==> src/rtl/ddr_init_seq_pkg.sv <==
`timescale 1ns/1ps
package ddr_init_seq_pkg;
  localparam int ADDR_W = 13;
  localparam int BA_W   = 2;
  localparam int WORD_W = 17;
  localparam int NSTEPS = 7;
  localparam int STEP_W = $clog2(NSTEPS + 1);

  typedef struct packed {
    logic            ras_n;
    logic            cas_n;
    logic            we_n;
    logic [BA_W-1:0] ba;
    logic [ADDR_W-1:0] addr;
  } ddr_cmd_t;

  localparam ddr_cmd_t CMD_NOP = '{ras_n: 1'b1, cas_n: 1'b1, we_n: 1'b1, ba: '0, addr: '0};

  localparam logic [WORD_W-1:0] W_PRE_ALL  = 17'h17FFF;
  localparam logic [WORD_W-1:0] W_EXT_MODE = 17'h02002;
  localparam logic [WORD_W-1:0] W_MODE_RST = 17'h00163;
  localparam logic [WORD_W-1:0] W_MODE_RUN = 17'h00063;
  localparam logic [WORD_W-1:0] W_REFRESH  = 17'h08000;

  // word expected at each sequence step
  function automatic logic [WORD_W-1:0] step_word(input logic [STEP_W-1:0] s);
    case (int'(s))
      0:       return W_PRE_ALL;
      1:       return W_EXT_MODE;
      2:       return W_MODE_RST;
      3:       return W_PRE_ALL;
      4:       return W_REFRESH;
      5:       return W_REFRESH;
      6:       return W_MODE_RUN;
      default: return '0;
    endcase
  endfunction

  // word layout: [16:15] opcode (10 precharge, 01 refresh, 00 mode load), [14:13] bank, [12:0] address
  function automatic ddr_cmd_t word_to_cmd(input logic [WORD_W-1:0] w);
    ddr_cmd_t c;
    c.ba   = w[14:13];
    c.addr = w[12:0];
    case (w[16:15])
      2'b10:   {c.ras_n, c.cas_n, c.we_n} = 3'b010;
      2'b01:   {c.ras_n, c.cas_n, c.we_n} = 3'b001;
      2'b00:   {c.ras_n, c.cas_n, c.we_n} = 3'b000;
      default: c = CMD_NOP;
    endcase
    return c;
  endfunction
endpackage

==> src/rtl/ddr_init_decode.sv <==
`timescale 1ns/1ps
module ddr_init_decode
  import ddr_init_seq_pkg::*;
#(
  parameter int DATA_W = 32
) (
  input  logic [DATA_W-1:0] data_i,
  input  logic [STEP_W-1:0] step_i,
  output logic              match_o,
  output logic              last_o,
  output ddr_cmd_t          cmd_o
);
  logic              upper_zero;
  logic [WORD_W-1:0] word;

  assign word = data_i[WORD_W-1:0];

  if (DATA_W > WORD_W) begin : g_wide
    assign upper_zero = ~|data_i[DATA_W-1:WORD_W];
  end else begin : g_exact
    assign upper_zero = 1'b1;
  end

  assign match_o = upper_zero && (step_i < STEP_W'(NSTEPS)) && (word == step_word(step_i));
  assign last_o  = (step_i == STEP_W'(NSTEPS - 1));
  assign cmd_o   = word_to_cmd(word);
endmodule

==> src/rtl/ddr_init_steps.sv <==
`timescale 1ns/1ps
module ddr_init_steps
  import ddr_init_seq_pkg::*;
(
  input  logic              clk_i,
  input  logic              rst_ni,
  input  logic              accept_i,
  input  logic              reject_i,
  input  logic              fire_last_i,
  output logic [STEP_W-1:0] step_o,
  output logic              open_o,
  output logic              done_o,
  output logic              err_o
);
  logic [STEP_W-1:0] step_q;
  logic              done_q, err_q;

  always_ff @(posedge clk_i or negedge rst_ni) begin
    if (!rst_ni) begin
      step_q <= '0;
      done_q <= 1'b0;
      err_q  <= 1'b0;
    end else begin
      if (accept_i)    step_q <= step_q + 1'b1;
      if (reject_i)    err_q  <= 1'b1;
      if (fire_last_i) done_q <= 1'b1;
    end
  end

  assign step_o = step_q;
  assign open_o = step_q < STEP_W'(NSTEPS);
  assign done_o = done_q;
  assign err_o  = err_q;

  AST_STEP_ADVANCE: assert property (@(posedge clk_i) disable iff (!rst_ni)
    accept_i |=> step_o == STEP_W'($past(step_o) + 1'b1));
  AST_ERR_STICKY: assert property (@(posedge clk_i) disable iff (!rst_ni)
    err_o |=> err_o);
  AST_DONE_STICKY: assert property (@(posedge clk_i) disable iff (!rst_ni)
    done_o |=> done_o);
endmodule

==> src/rtl/ddr_init_timer.sv <==
`timescale 1ns/1ps
module ddr_init_timer
  import ddr_init_seq_pkg::*;
#(
  parameter int ISSUE_DLY = 20,
  parameter int MIN_GAP   = 4
) (
  input  logic     clk_i,
  input  logic     rst_ni,
  input  logic     accept_i,
  input  ddr_cmd_t cmd_i,
  input  logic     last_i,
  output ddr_cmd_t cmd_o,
  output logic     busy_o,
  output logic     fire_last_o
);
  localparam int DLY_W = $clog2(ISSUE_DLY + 1);
  localparam int GAP_W = $clog2(MIN_GAP + 1);

  logic             pend_q, last_q, fire;
  logic [DLY_W-1:0] dly_q;
  logic [GAP_W-1:0] gap_q;
  ddr_cmd_t         hold_q, out_q;

  assign fire = pend_q && (dly_q == '0);

  always_ff @(posedge clk_i or negedge rst_ni) begin
    if (!rst_ni) begin
      pend_q <= 1'b0;
      last_q <= 1'b0;
      dly_q  <= '0;
      gap_q  <= '0;
      hold_q <= CMD_NOP;
      out_q  <= CMD_NOP;
    end else begin
      out_q <= CMD_NOP;
      if (accept_i) begin
        pend_q <= 1'b1;
        dly_q  <= DLY_W'(ISSUE_DLY - 1);
        hold_q <= cmd_i;
        last_q <= last_i;
      end else if (fire) begin
        pend_q <= 1'b0;
        out_q  <= hold_q;
        gap_q  <= GAP_W'(MIN_GAP);
      end else if (pend_q) begin
        dly_q <= dly_q - 1'b1;
      end
      // spacing window counts down once the command is on the pins
      if (!fire && gap_q != '0) gap_q <= gap_q - 1'b1;
    end
  end

  assign cmd_o       = out_q;
  assign busy_o      = pend_q || (gap_q != '0);
  assign fire_last_o = fire && last_q;

  AST_ONE_SHOT: assert property (@(posedge clk_i) disable iff (!rst_ni)
    !cmd_o.ras_n |=> cmd_o.ras_n && cmd_o.cas_n && cmd_o.we_n);
  AST_CMD_WHILE_BUSY: assert property (@(posedge clk_i) disable iff (!rst_ni)
    !cmd_o.ras_n |-> busy_o);
  AST_NO_ACCEPT_BUSY: assert property (@(posedge clk_i) disable iff (!rst_ni)
    accept_i |-> !busy_o);
endmodule

==> src/rtl/ddr_init_seq.sv <==
`timescale 1ns/1ps
module ddr_init_seq
  import ddr_init_seq_pkg::*;
#(
  parameter int REG_AW    = 6,
  parameter int DATA_W    = 32,
  parameter int CMD_REG   = 21,
  parameter int ISSUE_DLY = 20,
  parameter int MIN_GAP   = 4
) (
  input  logic              clk_i,
  input  logic              rst_ni,
  input  logic              wr_en_i,
  input  logic [REG_AW-1:0] wr_addr_i,
  input  logic [DATA_W-1:0] wr_data_i,
  input  logic              ctrl_req_i,
  output logic              ctrl_req_o,
  output logic              busy_o,
  output logic              done_o,
  output logic              err_o,
  output logic              ddr_ras_n_o,
  output logic              ddr_cas_n_o,
  output logic              ddr_we_n_o,
  output logic [1:0]        ddr_ba_o,
  output logic [12:0]       ddr_addr_o
);
  logic              hit, match, last, accept, reject, open, fire_last;
  logic [STEP_W-1:0] step;
  ddr_cmd_t          dec_cmd, pin_cmd;

  assign hit    = wr_en_i && (wr_addr_i == REG_AW'(CMD_REG)) && !busy_o && open;
  assign accept = hit && match;
  assign reject = hit && !match;

  ddr_init_decode #(.DATA_W(DATA_W)) u_decode (
    .data_i (wr_data_i),
    .step_i (step),
    .match_o(match),
    .last_o (last),
    .cmd_o  (dec_cmd)
  );

  ddr_init_steps u_steps (
    .clk_i      (clk_i),
    .rst_ni     (rst_ni),
    .accept_i   (accept),
    .reject_i   (reject),
    .fire_last_i(fire_last),
    .step_o     (step),
    .open_o     (open),
    .done_o     (done_o),
    .err_o      (err_o)
  );

  ddr_init_timer #(.ISSUE_DLY(ISSUE_DLY), .MIN_GAP(MIN_GAP)) u_timer (
    .clk_i      (clk_i),
    .rst_ni     (rst_ni),
    .accept_i   (accept),
    .cmd_i      (dec_cmd),
    .last_i     (last),
    .cmd_o      (pin_cmd),
    .busy_o     (busy_o),
    .fire_last_o(fire_last)
  );

  assign ddr_ras_n_o = pin_cmd.ras_n;
  assign ddr_cas_n_o = pin_cmd.cas_n;
  assign ddr_we_n_o  = pin_cmd.we_n;
  assign ddr_ba_o    = pin_cmd.ba;
  assign ddr_addr_o  = pin_cmd.addr;
  assign ctrl_req_o  = ctrl_req_i && done_o;

  AST_REQ_HELD_OFF: assert property (@(posedge clk_i) disable iff (!rst_ni)
    ctrl_req_o |-> done_o);
  AST_PRECHARGE_ALL: assert property (@(posedge clk_i) disable iff (!rst_ni)
    (!ddr_ras_n_o && ddr_cas_n_o && !ddr_we_n_o) |-> (ddr_addr_o[10] && ddr_ba_o == 2'b11));
  AST_DONE_ON_LAST: assert property (@(posedge clk_i) disable iff (!rst_ni)
    $rose(done_o) |-> (!ddr_ras_n_o && !ddr_cas_n_o && !ddr_we_n_o && ddr_addr_o == 13'h063));
endmodule

==> config.mk <==
export PLATFORM = sky130hd
export DESIGN_NAME = ddr_init_seq
export DESIGN_NICKNAME = d
export VERILOG_FILES = /design/src/rtl/ddr_init_seq_pkg.sv /design/src/rtl/ddr_init_decode.sv /design/src/rtl/ddr_init_steps.sv /design/src/rtl/ddr_init_timer.sv /design/src/rtl/ddr_init_seq.sv
export SDC_FILE = /design/constraint.sdc
export NUM_CORES = 1
export LEC_CHECK = 0
export BUFFER_PORTS_ARGS = -buffer_cell sky130_fd_sc_hd__buf_2
export CAP_MARGIN = 40
export CORE_UTILIZATION = 40
export DETAILED_ROUTE_END_ITERATION = 10
export GPL_TIMING_DRIVEN = 0
export PLACE_DENSITY = 0.73
export SYNTH_ARGS = -nofsm -noshare
export SYNTH_HDL_FRONTEND = slang
export SYNTH_SLANG_ARGS = --single-unit
==> constraint.sdc <==
create_clock -name clk_i -period 5.15 [get_ports clk_i]
set_clock_uncertainty 0.1 [all_clocks]
set_input_delay 0.515 -clock clk_i [delete_from_list [all_inputs] [get_ports clk_i]]
set_output_delay 0.515 -clock clk_i [all_outputs]
set_load 0.01 [all_outputs]
==> results of run 1 <==
-- Yosys cell counts (4+ instances only) --
| master | count | area, sq um |
|---|---|---|
| dfstp_2 | 6 | 158 |
| mux2i_1 | 7 | 70.1 |
| clkbuf_1 | 4 | 15.0 |
| mux2_4 | 7 | 105 |
| mux2_2 | 9 | 101 |
| nand2b_1 | 6 | 37.5 |
| nor4_1 | 8 | 50.1 |
| and2_1 | 18 | 113 |
| nand2_1 | 14 | 52.6 |
| o211ai_1 | 4 | 30.0 |
| dfrtp_1 | 45 | 1130 |
| inv_1 | 14 | 52.6 |
| xnor2_1 | 5 | 43.8 |
| ha_1 | 9 | 113 |
| nor2_1 | 10 | 37.5 |
-- sequential cells by signal, summed over array words and instances (netlist names), 3 cells and up --
| signal | flops |
|---|---|
| u_timer.hold_q | 18 |
| u_timer.gap_q | 3 |
| u_timer.cmd_o | 18 |
| u_steps.step_o | 3 |
| u_timer.dly_q | 5 |
-- layer usage --
layer / track usage / vias up / part of all wire / wire (microns)
met1: 0.203 / 796 / 0.46 / 2030
li1: - / 840 / - / -
met3: 0.0320 / 6 / 0.044 / 195
met4: 0.0545 / 0 / 0.014 / 64
met2: 0.249 / 50 / 0.49 / 2170
met5: 0 / - / 0 / 0
-- logic make-up after synthesis --
kind of cell    count (synthesis)  synth area share
fa+ha+maj                       9            0.0469
flops                          51             0.535
xor+xnor                        7            0.0255
mux                            23             0.115
simple gates                   74             0.178
buf+inv                        21            0.0370
compound gates                 19            0.0631
-- metrics by stage --
stage	hold WS, ns	worst slack [ns]	instance area [sq um]
final	0.122	2.36	2930
after global routing	0.158	2.14	2930
after CTS	0.137	2.35	2930
after detailed placement	0.342	2.38	2830
after global placement	0.349	2.43	2810
after floorplan	0.119	2.67	2400
-- critical path, cell delays in order (launching register included) --
cell       delay, ns
dfrtp_1         0.44
inv_1           0.13
ha_1            0.19
nor2b_1         0.41
nor2_1          0.19
a2111oi_4       0.39
nand4_4         0.27
buf_6           0.25
mux2_4          0.30
-- path summary, 6_finish.rpt --
check,startpoint,to,depth (start not counted)
min in group clk_i,u_steps.err_o,u_steps.err_o,1
max in group asynchronous,rst_ni,u_timer.hold_q[17],2
setup / recovery,u_steps.step_o[0],u_timer.hold_q[6],8
setup reg to reg,u_steps.step_o[0],u_timer.hold_q[6],8
hold reg to reg,u_steps.err_o,u_steps.err_o,1
hold / removal,rst_ni,u_timer.cmd_o[7],1
-- final cells by class --
class | instances | area [sq um] | share of cell area
clock inverters | 3 | 22.5 | 0.00770
multi-input cells | 132 | 1030 | 0.352
repair buffers | 64 | 343 | 0.117
plain buffers | 7 | 36.3 | 0.0124
clock buffers | 5 | 68.8 | 0.0235
well taps | 72 | 90.1 | 0.0308
flip-flops and latches | 51 | 1280 | 0.439
inverters | 14 | 52.6 | 0.0180
-- where the power goes --
| group | switching, uW | leakage, uW | total, uW | internal (uW) |
|---|---|---|---|---|
| registers | 0.501 | 0.000660 | 402 | 401 |
| logic | 22.5 | 0.000856 | 42.1 | 19.6 |
| clock network | 136 | 0.0000489 | 234 | 98.4 |
| total | 159 | 0.00156 | 678 | 519 |
==> results.md, run 1 <==
* Run status: finished clean
* WP data required at around 5.3 ns
* Final slew viol count at 0
* Nets at around 330
* Routed vias/inst at roughly 4.9
* Fin crit share at 0.541
* Setup TNS at 0 ns
* Clock sinks at 51
* R2r setup slk at roughly 2.4 ns
* Per-cell routed wire length at ~13 microns
* Clk slew on worst S/H paths at roughly 0.09 ns
* Final wirelength at roughly 4500 microns
* Hold crit path type: primary input to async pin
* Max-Cap Viols at 0
* Netlist cell types at 38
* DRC at 0
* Most common cell after layout, fill and taps aside: buf_2
* Core Box Area at between 0.005 and 0.006 sq mm
* CP max FO at 10
* Syn_area_per_cell at ~12 sq um
* Placer Congestion at between 0.8 and 0.9
* Top FF cell, synth: dfrtp_1
* Tot Pwr at about 680 uW
* PortBufs at 63
* Worst-Margin Slew at about 0.64 ns
* Layout cells sized above 1 at 0.362
* Static Leakage at ~0.0016 uW
* CTS Hold Bufs at 0
* Post-synth ARST share at 1.00
* CTS root buf: clkbuf_8
* Layout fillers at roughly 530
* 1st-iter DRT viols at 54
* DIE AREA at between 0.006 and 0.007 sq mm
* Via count at 1692
* Largest net degree at the start of global routing at 29
* Post-DP HPWL at roughly 3400 microns
* Placed Cells at 340
* GRT Resource Usage Total at 0.154
* Worst setup EP type: register
* Final hold vios at 0
* Post-route ant nets at 0
* Achievable Freq at 359 MHz
* Clock Path Buffers at 2
* Core Rows at 27
* Antenna cells at 0
* Startpoint types: register
* TritonCTS Buffers at 5
* Worst setup path class: register to register
* RSZ-0062 raised after global routing: no
* Syn Inst Count at 204
* First-pass GRT wire length at ~7400 microns
* Initial core utilization at 0.426
* YS warnings at 0
* Mapped Area at 0.00240 sq mm
* Initial antenna violation count at 0
* Worst path arrival time at between 2 and 3 ns
* I/O pin total at 64
* Most frequent cells in the layout: buf_2 (65), dfrtp_1 (45), and2_1 (18)
* Post-synth EDFFs at 0
* DIE WIDTH at ~79 microns
* CTS tree: built
* Maximum VDD drop at roughly 140 uV
* Register area share after synthesis at 0.535
* Vias in the first global route at around 1600
* Setup bufs post-CTS at 0
* Post-cts resize count at 0
* PwrDens at 232 mW/mm^2
* Final core occ at 0.519
* Post-Layout Cell Count at 348
* Router iterations before antenna repair at 4
* Rel. slew slack at 0.575
* Synthesized Nets at about 260
* Setup violators final at 0
* Min Clock Period, post-route at between 2 and 3 ns
* Worst-Skew Late Latency at 0.30 ns
* Grt total ovfl at 0
* H-tree level count at 2
* Synthesis-stage register bit count at 51
* Area grow syn2layout at 21.8%
* Die Ht at just under 80 microns
(Power assumes the default switching activity.)
==> run 2: changes to the inputs <==
Settings changed: PLACE_DENSITY 0.73 to 0.76.
Clock period 5.15 ns to 2.24 ns, I/O delays scaled along.
==> run 2 against run 1 <==
  * Fmax is 17% higher
  * Highest routed layer unchanged
  * Die area is the same
  * Register-to-register slack worse by 2.5 ns
  * The flow now finishes with violations (negative setup slack)
  * Combinational power increased to 2.5 times the previous value
  * Via count is 5.6% higher
  * Largest power group unchanged
  * First-iteration DRC count up 9.3%
  * Sequential share of layout area is 3.6 points lower
  * Utilization rose by 4.7 points
==> results.md, run 2 (synthesis results as in run 1) <==
* RSZ-0062 raised after global routing: yes
* Final slew viol count at 0
* Critical path's slowest cell: dfrtp_1
* Worst setup path class: register to register
* Initial antenna violation count at 0
* Hold WS at roughly 0.099 ns
* Setup violators final at 26
* Via count at 1787
* Die Ht at about 79 microns
* Worst-Skew Late Latency at around 0.3 ns
* Vias in the first global route at approximately 1800
* Worst-Margin Slew at approximately 0.74 ns
* Largest net degree at the start of global routing at 39
* Layout fillers at 470
* H-tree level count at 2
* Area grow syn2layout at 32.8%
* Worst path arrival time at between 2 and 2.5 ns
* Run status: finished, violations left
* Clock Path Buffers at 2
* Most common cell after layout, fill and taps aside: buf_2
* DIE WIDTH at just under 80 microns
* Core Rows at 27
* Worst-path cell chain: ha_2 -> ha_4 -> nand2b_4 -> mux2_4 -> nand4_1 -> a21oi_2 -> nand4_4 -> clkbuf_16 -> mux2_4
* Failing checks: negative setup slack
* GRT Resource Usage Total at 0.170
* Fin crit share at 1.07
* PortBufs at 63
* Power Internal at 1190 uW
* Worst R2R Start: u_steps.step_o[1]
* Final hold vios at 0
* Sw Share at 0.222
* Achievable Freq at around 420 MHz
* Startpoint types: register
* Layout cells sized above 1 at 0.458
* Placer Congestion at 0.770
* Post-DP HPWL at between 3000 and 4000 microns
* Rel. slew slack at 0.503
* Clock sinks at slightly above 50
* CP Launch Point: u_steps.step_o[1]
* Routed vias/inst at 4.99
* Seq. cell area at 0.00129 sq mm
* DRC at 0
* Min Clock Period, post-route at 2.39 ns
* Initial core utilization at 0.426
* Static Leakage at approximately 0.0017 uW
* Sequential power share at 0.603
* First-pass GRT wire length at 8220 microns
* Per-cell routed wire length at roughly 14 microns
* Psw at approximately 340 uW
* Clk slew on worst S/H paths at about 0.090 ns
* Worst path most repeated cell: mux2_4
* Clk pwr share at 0.328
* Comb power frac at 0.069
* WP data required at 2.33 ns
* CP max FO at 8
* Setup TNS at -2.54 ns
* DIE AREA at approximately 0.0063 sq mm
* Router iterations before antenna repair at 4
* Max-Cap Viols at 0
* 1st-iter DRT viols at between 50 and 60
* Core Box Area at between 0.005 and 0.006 sq mm
* TritonCTS Buffers at 5
* Post-route ant nets at 0
* PwrDens at 480 mW/mm^2
* CTS root buf: clkbuf_8
* CTS tree: built
* Grt total ovfl at 0
* Hold Path Origin: wr_data_i[1]
* Max incr delay on CP at between 0.4 and 0.5 ns
* Multi-input gate area at ~0.0012 sq mm
* Nets at between 300 and 400
* Pre-CTS WS at -0.395 ns
* Maximum VDD drop at roughly 340 uV
* I/O pin total at between 60 and 70
* Final wirelength at approximately 5100 microns
* Worst setup EP type: register
* Most frequent cells in the layout: buf_2 (63), dfrtp_1 (43), and2_1 (18)
* Hold crit path type: primary input to register
* Antenna cells at 0
* Tot Pwr at 1530 uW
* Setup ws final at -0.148 ns
==> run 2: changes by cell type in the layout (fill, tap and decap cells not counted), sizes merged <==
cell and delta:
inv -2, buf +9, clkbuf +2, dlygate4sd3 +1
==> run 2: final timing paths <==
path / slack, ns / end / cells after the start
min reg2reg: 0.36 / u_steps.err_o / 1
max in group asynchronous: 1.24 / u_timer.hold_q[17] / 3
max: -0.15 / u_timer.hold_q[10] / 9
min in group asynchronous: 0.24 / u_timer.cmd_o[2] / 2
max reg2reg: -0.15 / u_timer.hold_q[10] / 9
min: 0.1 / u_timer.hold_q[1] / 3
==> run 2: metrics by stage <==
| step | utilization | instance area (sq um) | instances |
|---|---|---|---|
| global route | 0.565 | 3190 | 358 |
| detailed placement | 0.508 | 2860 | 340 |
| global placement | 0.504 | 2840 | 339 |
| CTS | 0.559 | 3150 | 357 |
| floorplan | - | 2440 | 204 |
| finish | 0.565 | 3190 | 358 |
==> run 2: timing repair <==
item                                   4_1_cts  5_1_grt
pin swaps                                    2        4
endpoints found under the hold margin       13        0
gates resized for setup                     21       15
buffers inserted                             9        1
gates cloned                                 1        0
hold buffers                                 1        0
setup endpoints to repair                   28       38
==> run 2: per-layer routing <==
layer / routed length (microns) / global-route usage / share of wire / up-vias
met3: 245 / 0.0400 / 0.048 / 5
met1: 2170 / 0.211 / 0.43 / 873
met4: 48 / 0.0455 / 0.0095 / 0
li1: - / - / - / 861
met2: 2610 / 0.295 / 0.51 / 48
met5: 0 / 0 / 0 / -
==> run 2: worst max-delay path, delay by kind of cell, from the launching register on <==
family                     cells  cell delay [ns]
AOI/OAI and AO/OA              1             0.24
buffers and inverters          1             0.22
adders and majority gates      2             0.44
muxes                          2             0.42
DFF                            1             0.42
and+or+nand+nor                3             0.44
==> run 2: power groups by stage <==
stage	clock network [uW]	logic, uW	registers [uW]
6_report	502	106	924
5_1_grt	554	117	924
4_1_cts	522	105	924
3_5_place_dp	0	99.2	942
3_3_place_gp	0	92.4	942
2_1_floorplan	0	25.1	943
==> run 2: layout make-up <==
type,instances,share of cell area
Buffer,5,0.0137
Multi-Input combinational cell,132,0.366
Clock inverter,1,0.00157
Sequential cell,51,0.403
Timing Repair Buffer,76,0.147
Clock buffer,7,0.0239
Inverter,14,0.0165
Tap cell,72,0.0282
